### config.mk
export PLATFORM = sky130hd
export DESIGN_NAME = gather_streamer
export DESIGN_NICKNAME = d
export VERILOG_FILES = /design/src/rtl/gs_pkg.sv /design/src/rtl/gs_req_ctrl.sv /design/src/rtl/gs_pipe.sv /design/src/rtl/gs_fifo.sv /design/src/rtl/gather_streamer.sv
export SDC_FILE = /design/constraint.sdc
export NUM_CORES = 1
export LEC_CHECK = 0
export BUFFER_PORTS_ARGS = -buffer_cell sky130_fd_sc_hd__buf_4
export CAP_MARGIN = 20
export CORE_MARGIN = 10
export CORE_UTILIZATION = 51
export DETAILED_ROUTE_END_ITERATION = 8
export PLACE_DENSITY_LB_ADDON = 0.12
export SYNTH_ARGS = -nofsm -noshare
export SYNTH_HDL_FRONTEND = slang
export SYNTH_SLANG_ARGS = --single-unit
### constraint.sdc
create_clock -name clk -period 1.8 [get_ports clk]
set_input_delay 0.54 -clock clk [delete_from_list [all_inputs] [get_ports clk]]
set_output_delay 0.54 -clock clk [all_outputs]
set_load 0.005 [all_outputs]
### src/rtl/gs_pkg.sv
package gs_pkg;
  typedef enum logic {
    ST_IDLE = 1'b0,
    ST_RUN  = 1'b1
  } gs_state_e;
endpackage

### src/rtl/gs_req_ctrl.sv
module gs_req_ctrl
  import gs_pkg::*;
#(
  parameter int CNT_W = 10
) (
  input  logic             clk,
  input  logic             rst_n,
  input  logic             start_i,
  input  logic [CNT_W-1:0] count_i,
  input  logic             credit_ok_i,
  input  logic             out_fire_i,
  output logic             col_rd_en_o,
  output logic [CNT_W-1:0] col_rd_addr_o,
  output logic             busy_o,
  output logic             done_o
);
  gs_state_e        state_q, state_d;
  logic [CNT_W-1:0] issue_q, issue_d;
  logic [CNT_W-1:0] total_q, total_d;
  logic [CNT_W-1:0] left_q, left_d;
  logic             done_q, done_d;
  logic             issue_en;
  logic             load_en;

  assign issue_en = (state_q == ST_RUN) && (issue_q != total_q) && credit_ok_i;
  assign load_en  = (state_q == ST_IDLE) && start_i && (count_i != '0);

  always_comb begin
    state_d = state_q;
    issue_d = issue_q;
    total_d = total_q;
    left_d  = left_q;
    done_d  = 1'b0;
    case (state_q)
      ST_IDLE: begin
        if (start_i) begin
          if (count_i == '0) begin
            done_d = 1'b1;
          end else begin
            state_d = ST_RUN;
            issue_d = '0;
            total_d = count_i;
            left_d  = count_i;
          end
        end
      end
      default: begin
        if (issue_en) issue_d = issue_q + 1'b1;
        if (out_fire_i) begin
          left_d = left_q - 1'b1;
          if (left_q == CNT_W'(1)) begin
            state_d = ST_IDLE;
            done_d  = 1'b1;
          end
        end
      end
    endcase
  end

  always_ff @(posedge clk or negedge rst_n) begin
    if (!rst_n) begin
      state_q <= ST_IDLE;
      issue_q <= '0;
      total_q <= '0;
      left_q  <= '0;
      done_q  <= 1'b0;
    end else begin
      state_q <= state_d;
      done_q  <= done_d;
      if (load_en || issue_en) issue_q <= issue_d;
      if (load_en) total_q <= total_d;
      if (load_en || out_fire_i) left_q <= left_d;
    end
  end

  assign col_rd_en_o   = issue_en;
  assign col_rd_addr_o = issue_q;
  assign busy_o        = (state_q == ST_RUN);
  assign done_o        = done_q;

  // consecutive reads step the address by one
  a_r2_addr_step: assert property (@(posedge clk) disable iff (!rst_n)
    col_rd_en_o |=> (!col_rd_en_o || col_rd_addr_o == $past(col_rd_addr_o) + 1'b1));
  // never read beyond the run length
  a_r2_addr_range: assert property (@(posedge clk) disable iff (!rst_n)
    col_rd_en_o |-> (col_rd_addr_o < total_q));
  // done lasts one cycle
  a_r7_done_pulse: assert property (@(posedge clk) disable iff (!rst_n)
    done_o |=> !done_o);
  // start during a run leaves the run length alone
  a_r9_start_ignored: assert property (@(posedge clk) disable iff (!rst_n)
    (busy_o && start_i) |=> (total_q == $past(total_q)));
endmodule

### src/rtl/gs_pipe.sv
module gs_pipe #(
  parameter int FIFO_DEPTH = 4,
  parameter int FCNT_W     = $clog2(FIFO_DEPTH + 1)
) (
  input  logic              clk,
  input  logic              rst_n,
  input  logic              col_rd_en_i,
  input  logic [FCNT_W-1:0] fifo_cnt_i,
  output logic              col_vld_o,
  output logic              vec_vld_o,
  output logic              credit_ok_o
);
  localparam int SUM_W = FCNT_W + 1;

  logic             col_vld_q, col_vld_d;
  logic             vec_vld_q, vec_vld_d;
  logic [SUM_W-1:0] occupancy;

  always_comb begin
    col_vld_d = col_rd_en_i;
    vec_vld_d = col_vld_q;
  end

  always_ff @(posedge clk or negedge rst_n) begin
    if (!rst_n) begin
      col_vld_q <= 1'b0;
      vec_vld_q <= 1'b0;
    end else begin
      col_vld_q <= col_vld_d;
      vec_vld_q <= vec_vld_d;
    end
  end

  assign occupancy   = SUM_W'(fifo_cnt_i) + SUM_W'(col_vld_q) + SUM_W'(vec_vld_q);
  assign credit_ok_o = (occupancy < SUM_W'(FIFO_DEPTH));
  assign col_vld_o   = col_vld_q;
  assign vec_vld_o   = vec_vld_q;

  // reads in flight plus stored words never exceed the FIFO
  a_r6_occupancy: assert property (@(posedge clk) disable iff (!rst_n)
    occupancy <= SUM_W'(FIFO_DEPTH));
endmodule

### src/rtl/gs_fifo.sv
module gs_fifo #(
  parameter int DEPTH  = 4,
  parameter int DATA_W = 16,
  parameter int FCNT_W = $clog2(DEPTH + 1)
) (
  input  logic              clk,
  input  logic              rst_n,
  input  logic              push_i,
  input  logic [DATA_W-1:0] push_data_i,
  input  logic              pop_i,
  output logic              valid_o,
  output logic [DATA_W-1:0] data_o,
  output logic [FCNT_W-1:0] cnt_o
);
  localparam int AW = (DEPTH > 1) ? $clog2(DEPTH) : 1;

  logic [DATA_W-1:0] mem [DEPTH];
  logic [AW-1:0]     wr_q, wr_d, rd_q, rd_d;
  logic [FCNT_W-1:0] cnt_q, cnt_d;

  always_comb begin
    wr_d  = (wr_q == AW'(DEPTH - 1)) ? '0 : wr_q + 1'b1;
    rd_d  = (rd_q == AW'(DEPTH - 1)) ? '0 : rd_q + 1'b1;
    cnt_d = cnt_q;
    if (push_i && !pop_i) cnt_d = cnt_q + 1'b1;
    if (!push_i && pop_i) cnt_d = cnt_q - 1'b1;
  end

  always_ff @(posedge clk or negedge rst_n) begin
    if (!rst_n) begin
      wr_q  <= '0;
      rd_q  <= '0;
      cnt_q <= '0;
    end else begin
      if (push_i) wr_q <= wr_d;
      if (pop_i)  rd_q <= rd_d;
      cnt_q <= cnt_d;
    end
  end

  for (genvar g = 0; g < DEPTH; g++) begin : g_entry
    always_ff @(posedge clk) begin
      if (push_i && (wr_q == AW'(g))) mem[g] <= push_data_i;
    end
  end

  assign valid_o = (cnt_q != '0);
  assign data_o  = mem[rd_q];
  assign cnt_o   = cnt_q;

  // no write into a full FIFO
  a_r6_no_overflow: assert property (@(posedge clk) disable iff (!rst_n)
    push_i |-> (cnt_q < FCNT_W'(DEPTH)) || pop_i);
  // a stalled head stays put
  a_r5_head_hold: assert property (@(posedge clk) disable iff (!rst_n)
    (valid_o && !pop_i) |=> (valid_o && $stable(data_o)));
  // nothing is popped from an empty FIFO
  a_r5_no_underflow: assert property (@(posedge clk) disable iff (!rst_n)
    pop_i |-> valid_o);
endmodule

### src/rtl/gather_streamer.sv
module gather_streamer #(
  parameter int CNT_W      = 10,
  parameter int IDX_W      = 8,
  parameter int DATA_W     = 16,
  parameter int FIFO_DEPTH = 4
) (
  input  logic              clk,
  input  logic              rst_n,
  input  logic              start_i,
  input  logic [CNT_W-1:0]  count_i,
  output logic              busy_o,
  output logic              done_o,
  output logic              col_rd_en_o,
  output logic [CNT_W-1:0]  col_rd_addr_o,
  input  logic [IDX_W-1:0]  col_rd_data_i,
  output logic              vec_rd_en_o,
  output logic [IDX_W-1:0]  vec_rd_addr_o,
  input  logic [DATA_W-1:0] vec_rd_data_i,
  output logic              out_valid_o,
  output logic [DATA_W-1:0] out_data_o,
  input  logic              out_ready_i
);
  localparam int FCNT_W = $clog2(FIFO_DEPTH + 1);

  logic              credit_ok;
  logic              col_vld;
  logic              vec_vld;
  logic              out_fire;
  logic [FCNT_W-1:0] fifo_cnt;

  assign out_fire = out_valid_o && out_ready_i;

  gs_req_ctrl #(.CNT_W(CNT_W)) u_ctrl (
    .clk           (clk),
    .rst_n         (rst_n),
    .start_i       (start_i),
    .count_i       (count_i),
    .credit_ok_i   (credit_ok),
    .out_fire_i    (out_fire),
    .col_rd_en_o   (col_rd_en_o),
    .col_rd_addr_o (col_rd_addr_o),
    .busy_o        (busy_o),
    .done_o        (done_o)
  );

  gs_pipe #(.FIFO_DEPTH(FIFO_DEPTH), .FCNT_W(FCNT_W)) u_pipe (
    .clk         (clk),
    .rst_n       (rst_n),
    .col_rd_en_i (col_rd_en_o),
    .fifo_cnt_i  (fifo_cnt),
    .col_vld_o   (col_vld),
    .vec_vld_o   (vec_vld),
    .credit_ok_o (credit_ok)
  );

  assign vec_rd_en_o   = col_vld;
  assign vec_rd_addr_o = col_rd_data_i;

  gs_fifo #(.DEPTH(FIFO_DEPTH), .DATA_W(DATA_W), .FCNT_W(FCNT_W)) u_fifo (
    .clk         (clk),
    .rst_n       (rst_n),
    .push_i      (vec_vld),
    .push_data_i (vec_rd_data_i),
    .pop_i       (out_fire),
    .valid_o     (out_valid_o),
    .data_o      (out_data_o),
    .cnt_o       (fifo_cnt)
  );

  // every index read is followed by a vector read
  a_r3_vec_follows: assert property (@(posedge clk) disable iff (!rst_n)
    col_rd_en_o |=> vec_rd_en_o);
  // the FIFO is empty when done fires
  a_r7_done_empty: assert property (@(posedge clk) disable iff (!rst_n)
    done_o |-> !out_valid_o);
  // empty run finishes at once
  a_r8_zero_count: assert property (@(posedge clk) disable iff (!rst_n)
    (!busy_o && start_i && count_i == '0) |=> (done_o && !busy_o));
endmodule

# After elaboration in Yosys (flattened, before gate mapping)
# Memory sizes are Yosys's and may differ from the RTL's.
# Cells that the tools add are included.
[word_totals]
reg_bits = 41
ram_bits = 64
in_bits = 38
out_inout_bits = 39
wordCells = 97
mem_count = 1
[memory_table]
columns = ["memory", "depth", "width", "read_ports", "rd_ports_with_merged_regs", "write_ports", "line", "rtl"]
rows = [
  ["u_fifo.mem", 4, 16, 1, 0, 1, "gs_fifo.sv:17", "logic [DATA_W-1:0] mem [DEPTH];"],
]
[classes]
n_addsub = 8
magnitude_cmp = 1
n_eq_ne = 9
mux = 39
bitwise = 2
n_reduce_logical = 27
[op_table]
columns = ["operator", "count"]
rows = [
  ["10-bit 2-to-1 mux", 8],
  ["16-bit 2-to-1 mux", 3],
  ["16-bit OR reduction", 3],
  ["1-bit 2-to-1 mux", 21],
  ["4-bit AND reduction", 3],
  ["1-bit logical AND", 11],
  ["10-bit by 1-bit adder with 10-bit output (second input constant)", 1],
  ["10-bit by 1-bit == test with 1-bit output (second input constant)", 1],
  ["10-bit zero test", 1],
  ["2-bit 2-to-1 mux", 5],
  ["10-bit != test", 1],
  ["10-bit nonzero test", 1],
  ["10-bit by 1-bit subtractor with 10-bit output (second input constant)", 1],
  ["2-bit == test (second input constant)", 3],
  ["3-bit 2-to-1 mux", 2],
  ["2-bit by 1-bit adder with 2-bit output (second input constant)", 2],
  ["3-bit by 1-bit adder with 4-bit output", 1],
  ["4-bit by 1-bit adder with 4-bit output", 1],
  ["4-bit by 3-bit < comparator with 1-bit output (second input constant)", 1],
  ["2-bit by 1-bit != test with 1-bit output (second input constant)", 2],
  ["2-bit nonzero test", 2],
  ["3-bit by 1-bit adder with 3-bit output (second input constant)", 1],
  ["3-bit nonzero test", 1],
  ["3-bit by 1-bit subtractor with 3-bit output (second input constant)", 1],
  ["6 further kinds", 9],
]

# Logic depth before layout (Yosys ltp)
# Gate-level depths: netlist (run 1).
[depth]
ltp_word = 8
depth_mapped = 9
ltp_nobuf = 8

# Modules after synthesis
# A second synthesis (run 1) with hierarchy kept.
[unflattened]
hier_cells = 319
hier_area_um2 = 4624.4
[by_module_without_submodules]
columns = ["module", "n_inst", "cells_per_inst", "area_each_um2", "seq_area_each_um2"]
rows = [
  ["gs_fifo", 1, 118, 2753.9, 2097.0],
  ["gs_req_ctrl", 1, 187, 1725.4, 800.8],
  ["gs_pipe", 1, 5, 78.8, 50.0],
  ["gather_streamer", 1, 9, 66.3, 0.0],
]

# Least setup slack after synthesis (run 1)
# No wires, ideal clock.
[synth_path]
path_type = "register to output"
from = "register u_fifo.rd_q[0]"
to = "output out_data_o[10]"
arrival_time_ps = 1420
required_time_ps = 1260
setup_slack_ps = -160
path_stages_with_launch = 4
path_buffers = 2
path_cell_list = "dfrtp_1 > buf_2 > buf_2 > mux4_2"
[synth_via]
elab_chain_len = 1
[synth_lines]
columns = ["item", "line", "rtl"]
rows = [
  ["start, declared", "gs_fifo.sv:18", "logic [AW-1:0] wr_q, wr_d, rd_q, rd_d;"],
  ["start signal, assigned", "gs_fifo.sv:36", "if (pop_i) rd_q <= rd_d;"],
  ["memory read 4 x 16 bit", "-", ""],
  ["end, declared", "gather_streamer.sv:20", "output logic [DATA_W-1:0] out_data_o,"],
]
# No other way between the ends.

# Worst setup path in the final report (run 1)
[layout_path]
from = "register u_ctrl.issue_q[2] (netlist: u_ctrl.col_rd_addr_o[2])"
to = "output col_rd_en_o"
[layout_via]
elab_chain_len = 3
[layout_lines]
columns = ["item", "line", "rtl"]
rows = [
  ["start, declared", "gs_req_ctrl.sv:18", "logic [CNT_W-1:0] issue_q, issue_d;"],
  ["start signal, assigned", "gs_req_ctrl.sv:70", "if (load_en || issue_en) issue_q <= issue_d;"],
  ["10-bit != test", "gs_req_ctrl.sv:25", "assign issue_en = (state_q == ST_RUN) && (issue_q != total_q) && credit_ok_i;"],
  ["1-bit logical AND (2 in a row)", "gs_req_ctrl.sv:25", ""],
  ["end, declared", "gather_streamer.sv:13", "output logic col_rd_en_o,"],
]
# No other way between the ends.

==> results.yml, run 1 <==
outcome:
  status: "finished, violations left"
  violations: "negative setup slack"
cells_and_area:
  multiInputGateArea_mm2: 0.001662
  seq_area_mm2: 0.002950
  fin_nets: 478
  antenna_cells: 0
  final_cell_count_no_fill: 541
  layout_common_cells: "buf_4 (83), edfxtp_1 (64), dfrtp_1 (39)"
  final_common_cell: "buf_4"
  drive_gt1_frac: 0.4527
  fin_util: 0.6891
  syn_to_final_growth_pct: 29.99
  nFillCells: 627
pwr:
  worst_ir_drop_vdd_v: 0.0009246
  power_density_mw_per_mm2: 1528
  total_power_mw: 9.274
  p_leak_nw: 2.477
synth:
  synth_area_mm2: 0.004668
  synth_edf_count: 64
  synth_warnings: 0
  synth-main-ff-cell: "edfxtp_1"
  synthesis.nets: 369
  synthArstFlopShare: 0.3905
  synth_cell_types: 47
  synth.yosys.seq_area_share: 0.6315
  ys_seq_elements: 105
  synth.top_cell.area_share: 0.4117
  syn_avg_cell_area_um2: 14.59
  synth.area.top_cells: "edfxtp_1 (41%), dfrtp_1 (22%), mux4_2 (7.7%)"
  synthCells: 320
  yosysTopAreaCell: "edfxtp_1"
drt:
  wl_per_cell_um: 17.35
  dr.pass1.iters: 6
  wirelength_um: 9384
  vias_per_cell: 5.445
  vias: 2946
  ant_nets: 0
  drtIter0Drc: 149
  drc_errors: 0
sta:
  worst_pin_slew_ns: 0.5416
  rsz0062_at_grt: "true"
  slew-limit-headroom: 0.6389
  fin_setup_tns_ns: -7.017
  slew_viol_final: 0
  setup_ws_ns: -0.4106
  final-hold-violation-count: 0
  fin_worst_skew_ns: 0.01605
  period_needed_ns: 2.211
  period_share: 1.228
  setup_violations: 34
  fmax_mhz: 452.4
clock_tree:
  hold_buffers: 0
  cts_buffer_depth: 2
  cts_tree: "built"
  cts_buffers: 9
  clk_pin_slew_worst_paths_ns: 0.10
  cts_sinks: 105
  insertion_delay_ns: 0.37
  cts_max_level: 3
  cts_root_buf: "clkbuf_8"
placed_design:
  dpl.cell_count: 513
  io_buffers: 60
  hpwl_um: 6325
  gp_congestion: 0.8187
setup_path:
  crit_type: "flop to output pin"
  max_stage_delay_ns: 0.42
  startpoint_type: "flop"
  crit_chain: "xnor2_1 > nand4_1 > o31ai_4 > inv_2 > buf_6"
  critPathRequiredTime_ns: 1.26
  worstPathMaxFanout: 2
  cp_data_arrival_time_ns: 1.67
  slowest_stage: "dfrtp_1"
  crit_path_end_kind: "output pin"
floorplan:
  dieArea_mm2: 0.01338
  initial_core_util: 0.5301
  fp.dieW_um: 115.7
  chipHeight_um: 115.7
  rows: 34
  coreArea_mm2: 0.008806
  ios: 77
run:
  cap_viol_max_count: 0
global_route:
  grt_pass1_vias: 3135
  globalRouteTotalUtil: 0.1444
  grt_pass1_wl_um: 15170
  grt_max_degree: 42
  overflow: 0
  antenna_found_initial: 0
min_path:
  min_path_type: "primary input to async pin"
[metal layers]
| metal | vias up | share of wire | track usage |
|---|---|---|---|
| met3 | 11 | 0.047 | 0.04031 |
| li1 | 1404 | - | - |
| met1 | 1466 | 0.43 | 0.1768 |
| met5 | - | 0 | 0 |
| met2 | 65 | 0.51 | 0.2407 |
| met4 | 0 | 0.014 | 0.05254 |
[worst paths after layout]
| path | from | end | slack, ns | depth (start not counted) |
|---|---|---|---|---|
| worst max register to register | u_ctrl.col_rd_addr_o[2] | u_ctrl.col_rd_addr_o[7] | -0.15 | 8 |
| min in group clk | vec_rd_data_i[8] | u_fifo.mem[0][8] | 0.37 | 1 |
| worst max-delay path | u_ctrl.col_rd_addr_o[2] | col_rd_en_o | -0.41 | 5 |
| worst min register to register | u_pipe.col_vld_o | u_pipe.vec_vld_o | 0.43 | 0 |
| max in group asynchronous | rst_n | u_fifo.rd_q[0] | 1.25 | 1 |
| worst min-delay path | rst_n | u_ctrl.left_q[0] | 0.14 | 1 |
[registers in the layout, indices dropped and copies added, names as in the netlist]
register              count
u_fifo.mem               64
u_ctrl.col_rd_addr_o     10
u_ctrl.left_q            10
u_ctrl.total_q           10
u_fifo.cnt_o              3
u_fifo.rd_q               2
u_fifo.wr_q               2
u_ctrl.busy_o             1
u_ctrl.done_o             1
u_pipe.col_vld_o          1
u_pipe.vec_vld_o          1
[logic make-up after synthesis]
logic type | synth area share
adders and majority gates | 0.03109
AOI/OAI and AO/OA | 0.07800
DFF | 0.6315
and+or+nand+nor | 0.08336
buffers and inverters | 0.04422
muxes | 0.1056
xor gates and xnor gates | 0.02627
[through the flow]
step                      hold slack, ns  setup slack (ns)  cell area (um^2)
after global routing              0.1657           -0.5039              6068
after detailed placement          0.3880           -0.2222              5525
after floorplan                   0.2444          -0.02571              4690
after global placement            0.3863           -0.1460              5525
final                             0.1442           -0.4106              6068
after CTS                         0.1526           -0.4080              5917
[worst max-delay path: cells and delay by family (launching register included)]
kind                   cells  cell delay (ns)
flip-flops                 1             0.42
AND/OR/NAND/NOR            1             0.19
XOR/XNOR                   1             0.18
buffers and inverters      2             0.19
AO/OA/AOI/OAI              1             0.34
[repair_timing]
item	CTS	global route
buffers inserted	10	3
endpoints found under the setup margin	26	41
cloned	1	2
pin swaps	15	16
hold endpoints to repair	0	0
resized for setup	32	40
[report_power, final]
part / leakage (nW) / switching (mW) / internal (mW)
sequential: 1.08 / 0.363 / 3.28
clock: 0.0838 / 0.823 / 0.515
combinational: 1.31 / 1.83 / 2.46
[final cells by class]
class,instances,share of cell area
clock inverters,6,0.008660
multi-input cells,176,0.2738
inverters,18,0.01113
well taps,108,0.02227
clock buffers,9,0.02041
repair buffers,119,0.1775
flip-flops and latches,105,0.4862
[Yosys cell counts (10+ instances only)]
library cell	n
dfrtp_1	41
nor2_1	11
nand3_1	12
o22a_1	10
o21ai_0	11
xnor2_1	13
edfxtp_1	64
buf_4	11
mux2_2	10
mux4_2	16
a21oi_1	10
nand2_1	15
inv_1	17
ha_1	10
Note: power is estimated with default switching activity, not from simulation.
==> inputs of run 2 (changes only) <==
--- a/config.mk
+++ b/config.mk
@@ -10,3 +10,3 @@
 export CORE_MARGIN = 10
-export CORE_UTILIZATION = 51
+export CORE_UTILIZATION = 50
 export DETAILED_ROUTE_END_ITERATION = 8
==> constraint.sdc (replaced) <==
create_clock -name clk -period 1.8 [get_ports clk]
set_input_delay 0 -clock clk [delete_from_list [all_inputs] [get_ports clk]]
set_output_delay 0 -clock clk [all_outputs]
set_load 0.005 [all_outputs]
==> results.yml, run 2 (synthesis gave the netlist of run 1 again) <==
outcome:
  status: "finished, violations left"
  violations: "negative setup slack"
setup_path:
  critPathLaunch: "u_ctrl.col_rd_addr_o[7]"
  worstPathMaxFanout: 7
  cp_data_arrival_time_ns: 2.09
  reg2reg_slack_ns: -0.03
  critPathRequiredTime_ns: 2.07
  crit_path_end_kind: "flop"
  worstReg2RegEnd: "u_ctrl.col_rd_addr_o[7]"
  rr_startpoint: "u_ctrl.col_rd_addr_o[7]"
  r2r_cells: 6
  startpoint_type: "flop"
  crit_type: "flop to flop"
sta:
  period_needed_ns: 1.826
  slew_viol_final: 0
  fin_hold_ws_ns: 0.000002264
  fmax_mhz: 547.7
  setup_ws_ns: -0.02586
  final-hold-violation-count: 0
  rsz0062_at_grt: "true"
  slew-limit-headroom: 0.6351
  setup_violations: 2
  worst_pin_slew_ns: 0.5473
  period_share: 1.014
  fin_worst_skew_ns: 0.01850
floorplan:
  initial_core_util: 0.5100
  coreArea_mm2: 0.009153
  dieArea_mm2: 0.01360
  chipHeight_um: 116.6
  fp.dieW_um: 116.6
  rows: 35
  ios: 77
cells_and_area:
  drive_gt1_frac: 0.3795
  final_cell_count_no_fill: 559
  layout_common_cells: "buf_4 (98), edfxtp_1 (64), dfrtp_1 (41)"
  largest_reg_flops: 64
  final_area_mm2: 0.006043
  antenna_cells: 0
  nFillCells: 657
  fin_nets: 492
  final_common_cell: "buf_4"
  syn_to_final_growth_pct: 29.46
  largest_register: "u_fifo.mem"
clock_tree:
  cts_buffers: 9
  cts_root_buf: "clkbuf_8"
  cts_tree: "built"
  cts_sinks: 105
  cts_max_level: 3
  insertion_delay_ns: 0.37
  cts_buffer_depth: 2
  clk_pin_slew_worst_paths_ns: 0.11
drt:
  vias_per_cell: 5.318
  vias: 2973
  wirelength_um: 9402
  drc_errors: 0
  wl_per_cell_um: 16.82
  drtIter0Drc: 188
  ant_nets: 0
  dr.pass1.iters: 4
global_route:
  grt_pass1_vias: 3115
  grt_pass1_wl_um: 15060
  grt_max_degree: 42
  antenna_found_initial: 0
  grt.busiest_layer: "met2"
  grt_use_met2: 0.2334
  use_met3: 0.03338
  globalRouteTotalUtil: 0.1419
  grtUsageMet1: 0.1761
  overflow: 0
min_path:
  hold_depth: 0
  min_from: "col_rd_data_i[7]"
  min_to: "vec_rd_addr_o[7]"
  min_path_type: "primary input to output pin"
placed_design:
  gp_congestion: 0.7482
  place_area_mm2: 0.005416
  dp_slack_ns: -0.04347
  io_buffers: 60
  hpwl_um: 6390
  dpl.cell_count: 506
run:
  cap_viol_max_count: 0
pwr:
  p_leak_nw: 2.474
  power_density_mw_per_mm2: 1449
  worst_ir_drop_vdd_v: 0.0007029
-- run 2: cell types whose count changed in the layout (fill, tap and decap cells not counted), sizes merged --
| cell | delta |
|---|---|
| buf | -13 |
| clkinvlp | -2 |
| clkinv | +2 |
| dlygate4sd3 | +28 |
| clkbuf | -1 |
| inv | +1 |
-- run 2: worst max path at each step --
stage | to | cells past startpoint
after floorplan | u_fifo.cnt_o[1] | 7
after global placement | u_ctrl.col_rd_addr_o[7] | 6
after detailed placement | u_ctrl.left_q[6] | 7
after CTS | u_ctrl.left_q[8] | 7
after global routing | u_ctrl.col_rd_addr_o[7] | 6
final | u_ctrl.col_rd_addr_o[7] | 6
-- run 2: final cells by class --
| class | count | area (um^2) | area share |
|---|---|---|---|
| inverters | 18 | 67.56 | 0.01118 |
| clock buffers | 9 | 123.9 | 0.02050 |
| flip-flops and latches | 105 | 2948 | 0.4878 |
| well taps | 111 | 138.9 | 0.02298 |
| clock inverters | 7 | 61.31 | 0.01014 |
| repair buffers | 133 | 1112 | 0.1841 |
| multi-input cells | 176 | 1592 | 0.2634 |
-- run 2: stage by stage --
step	utilization	power (mW)	TNS (ns)
floorplan	-	5.687	-0.04963
global placement	0.5918	7.073	-0.02659
detailed placement	0.5918	7.126	-0.1192
CTS	0.6478	8.669	-0.03253
global route	0.6603	9.352	-0.7037
finish	0.6603	8.759	-0.03514
-- run 2: power breakdown --
part	internal (mW)	total (mW)	leakage (nW)	switching, mW
registers	3.28	3.63	1.08	0.352
logic	2.08	3.74	1.30	1.66
clock network	0.531	1.39	0.0953	0.857
total	5.89	8.76	2.47	2.86
-- run 2: worst max-delay path: stages (launching register included) --
cell	delay [ns]
dfrtp_1	0.42
xnor2_1	0.17
nand4_1	0.15
o31ai_4	0.42
inv_2	0.12
buf_6	0.14
a221o_1	0.30
-- run 2: per-layer routing --
metal  vias to the layer above  wire length (um)
met1                      1455              4185
met5                         -                 0
met4                         0               192
met2                        68              4525
met3                        19               499
li1                       1431                 -
-- run 2: repair_timing --
item / 4_1_cts / 5_1_grt
pin swaps: 2 / 11
hold buffers: 28 / 0
endpoints found under the hold margin: 118 / 0
setup buffers: 3 / 6
endpoints found under the setup margin: 8 / 24
gates resized for setup: 8 / 13
==> inputs of run 3 (changes only) <==
Settings changed: PLACE_DENSITY set to 0.81, PLACE_DENSITY_LB_ADDON 0.12 to not set.
==> results.yml, run 3 (synthesis gave the netlist of run 1 again) <==
outcome:
  status: "finished, violations left"
  violations: "negative setup slack"
floorplan:
  dieArea_mm2: 0.01360
  chipHeight_um: 116.6
  rows: 35
  initial_core_util: 0.5100
  ios: 77
  coreArea_mm2: 0.009153
  fp.dieW_um: 116.6
global_route:
  grt_max_degree: 42
  grt.busiest_layer: "met2"
  globalRouteTotalUtil: 0.1516
  antenna_found_initial: 0
  grt_pass1_wl_um: 16200
  grt_use_met2: 0.2651
  use_met3: 0.04777
  grt_pass1_vias: 3285
  grtUsageMet1: 0.1782
  overflow: 0
drt:
  dr.pass1.iters: 4
  ant_nets: 0
  vias_per_cell: 5.498
  drc_errors: 0
  wl_per_cell_um: 18.26
  drtIter0Drc: 135
  wirelength_um: 10340
  vias: 3112
clock_tree:
  cts_tree: "built"
  insertion_delay_ns: 0.37
  cts_sinks: 105
  cts_root_buf: "clkbuf_8"
  cts_buffer_depth: 2
  cts_max_level: 3
  clk_pin_slew_worst_paths_ns: 0.10
  cts_buffers: 9
setup_path:
  cp_data_arrival_time_ns: 2.09
  worstPathMaxFanout: 3
  crit_type: "flop to flop"
  critPathRequiredTime_ns: 2.06
  slowest_stage: "dfrtp_1"
  startpoint_type: "flop"
  crit_path_end_kind: "flop"
  crit_chain: "inv_2 > ha_4 > inv_2 > or3_4 > or3_4 > o22a_1 > o22a_1"
  reg2reg_slack_ns: -0.04
  max_stage_delay_ns: 0.41
sta:
  setup_ws_ns: -0.03750
  rsz0062_at_grt: "true"
  worst_pin_slew_ns: 0.5263
  slew-limit-headroom: 0.6491
  fmax_mhz: 544.2
  setup_violations: 4
  fin_worst_skew_ns: 0.01057
  final-hold-violation-count: 0
  slew_viol_final: 0
  period_needed_ns: 1.838
  fin_setup_tns_ns: -0.1019
  period_share: 1.021
pwr:
  pwr-share-seq: 0.407
  swShare: 0.3320
  power_density_mw_per_mm2: 1476
  p_leak_nw: 2.517
  comb_power_share: 0.440
  worst_ir_drop_vdd_v: 0.001015
  clock_power_share: 0.153
  p_switching_mw: 3.005
  p_int_mw: 6.046
cells_and_area:
  antenna_cells: 0
  syn_to_final_growth_pct: 31.39
  final_cell_count_no_fill: 566
  largest_register: "u_fifo.mem"
  final_common_cell: "buf_4"
  nFillCells: 631
  drive_gt1_frac: 0.3934
  largest_reg_flops: 64
  fin_nets: 499
  layout_common_cells: "buf_4 (103), edfxtp_1 (64), dfrtp_1 (41)"
min_path:
  min_path_type: "primary input to output pin"
placed_design:
  dpl.cell_count: 502
  gp_congestion: 0.8404
  io_buffers: 60
  dp_slack_ns: -0.04811
  hpwl_um: 6905
run:
  cap_viol_max_count: 0
[run 3: changes by cell type in the layout (fill, tap and decap cells not counted), sizes merged]
cell,previous run,this run
buf,105,113
clkbuf,9,10
dlygate4sd3,28,27
clkinv,4,3
[run 3: final timing paths]
kind | startpoint | end | cells past startpoint
hold / removal | col_rd_data_i[1] | vec_rd_addr_o[1] | 0
setup / recovery | u_ctrl.left_q[0] | u_ctrl.left_q[8] | 7
min in group asynchronous | rst_n | u_ctrl.total_q[1] | 2
hold reg to reg | u_pipe.col_vld_o | u_pipe.vec_vld_o | 0
max in group asynchronous | rst_n | u_fifo.wr_q[0] | 2
setup reg to reg | u_ctrl.left_q[0] | u_ctrl.left_q[8] | 7
[run 3: worst max-delay path, delay by kind of cell (launching register included)]
family	cells	cell delay, ns
adder cells (fa/ha/maj)	1	0.14
flip-flops	1	0.41
AO/OA/AOI/OAI	2	0.39
buffers and inverters	2	0.12
AND/OR/NAND/NOR	2	0.67
[run 3: final cells by class]
| class | count | area [um^2] | share of cell area |
|---|---|---|---|
| clock buffer | 10 | 127.6 | 0.02081 |
| clock inverter | 6 | 60.06 | 0.009792 |
| inverter | 18 | 67.56 | 0.01102 |
| multi-input combinational | 176 | 1600 | 0.2609 |
| sequential | 105 | 2948 | 0.4806 |
| tap | 111 | 138.9 | 0.02264 |
| timing repair buffer | 140 | 1191 | 0.1942 |
[run 3: power by group through the flow]
stage / sequential (mW) / clock [mW] / combinational [mW]
6_report: 3.68 / 1.39 / 3.98
5_1_grt: 3.75 / 1.50 / 4.36
4_1_cts: 3.65 / 1.42 / 3.78
3_5_place_dp: 3.71 / 0 / 3.44
3_3_place_gp: 3.65 / 0 / 3.34
2_1_floorplan: 3.67 / 0 / 2.02
[run 3: metal layers]
layer,vias up,part of all wire
li1,1452,-
met1,1546,0.41
met2,108,0.52
met3,6,0.061
met4,0,0.0049
met5,-,0
[run 3: what timing repair did]
action                                  in CTS  in global routing
endpoints found under the hold margin      117                  0
hold buffers                                27                  0
endpoints found under the setup margin       8                 40
pin swaps                                   10                 13
gates resized for setup                     10                 13
buffers inserted                            11                 10
[run 3: metrics by stage]
stage / instance area [um^2] / total power, mW / util / hold slack (ns)
2_1_floorplan: 4683 / 5.687 / - / -0.2956
3_3_place_gp: 5411 / 6.990 / 0.5913 / 0.00003458
3_5_place_dp: 5411 / 7.151 / 0.5913 / 0.00003458
4_1_cts: 5983 / 8.859 / 0.6537 / 0.00003458
5_1_grt: 6133 / 9.613 / 0.6701 / 0.000007969
6_report: 6133 / 9.050 / 0.6701 / 0.000002245
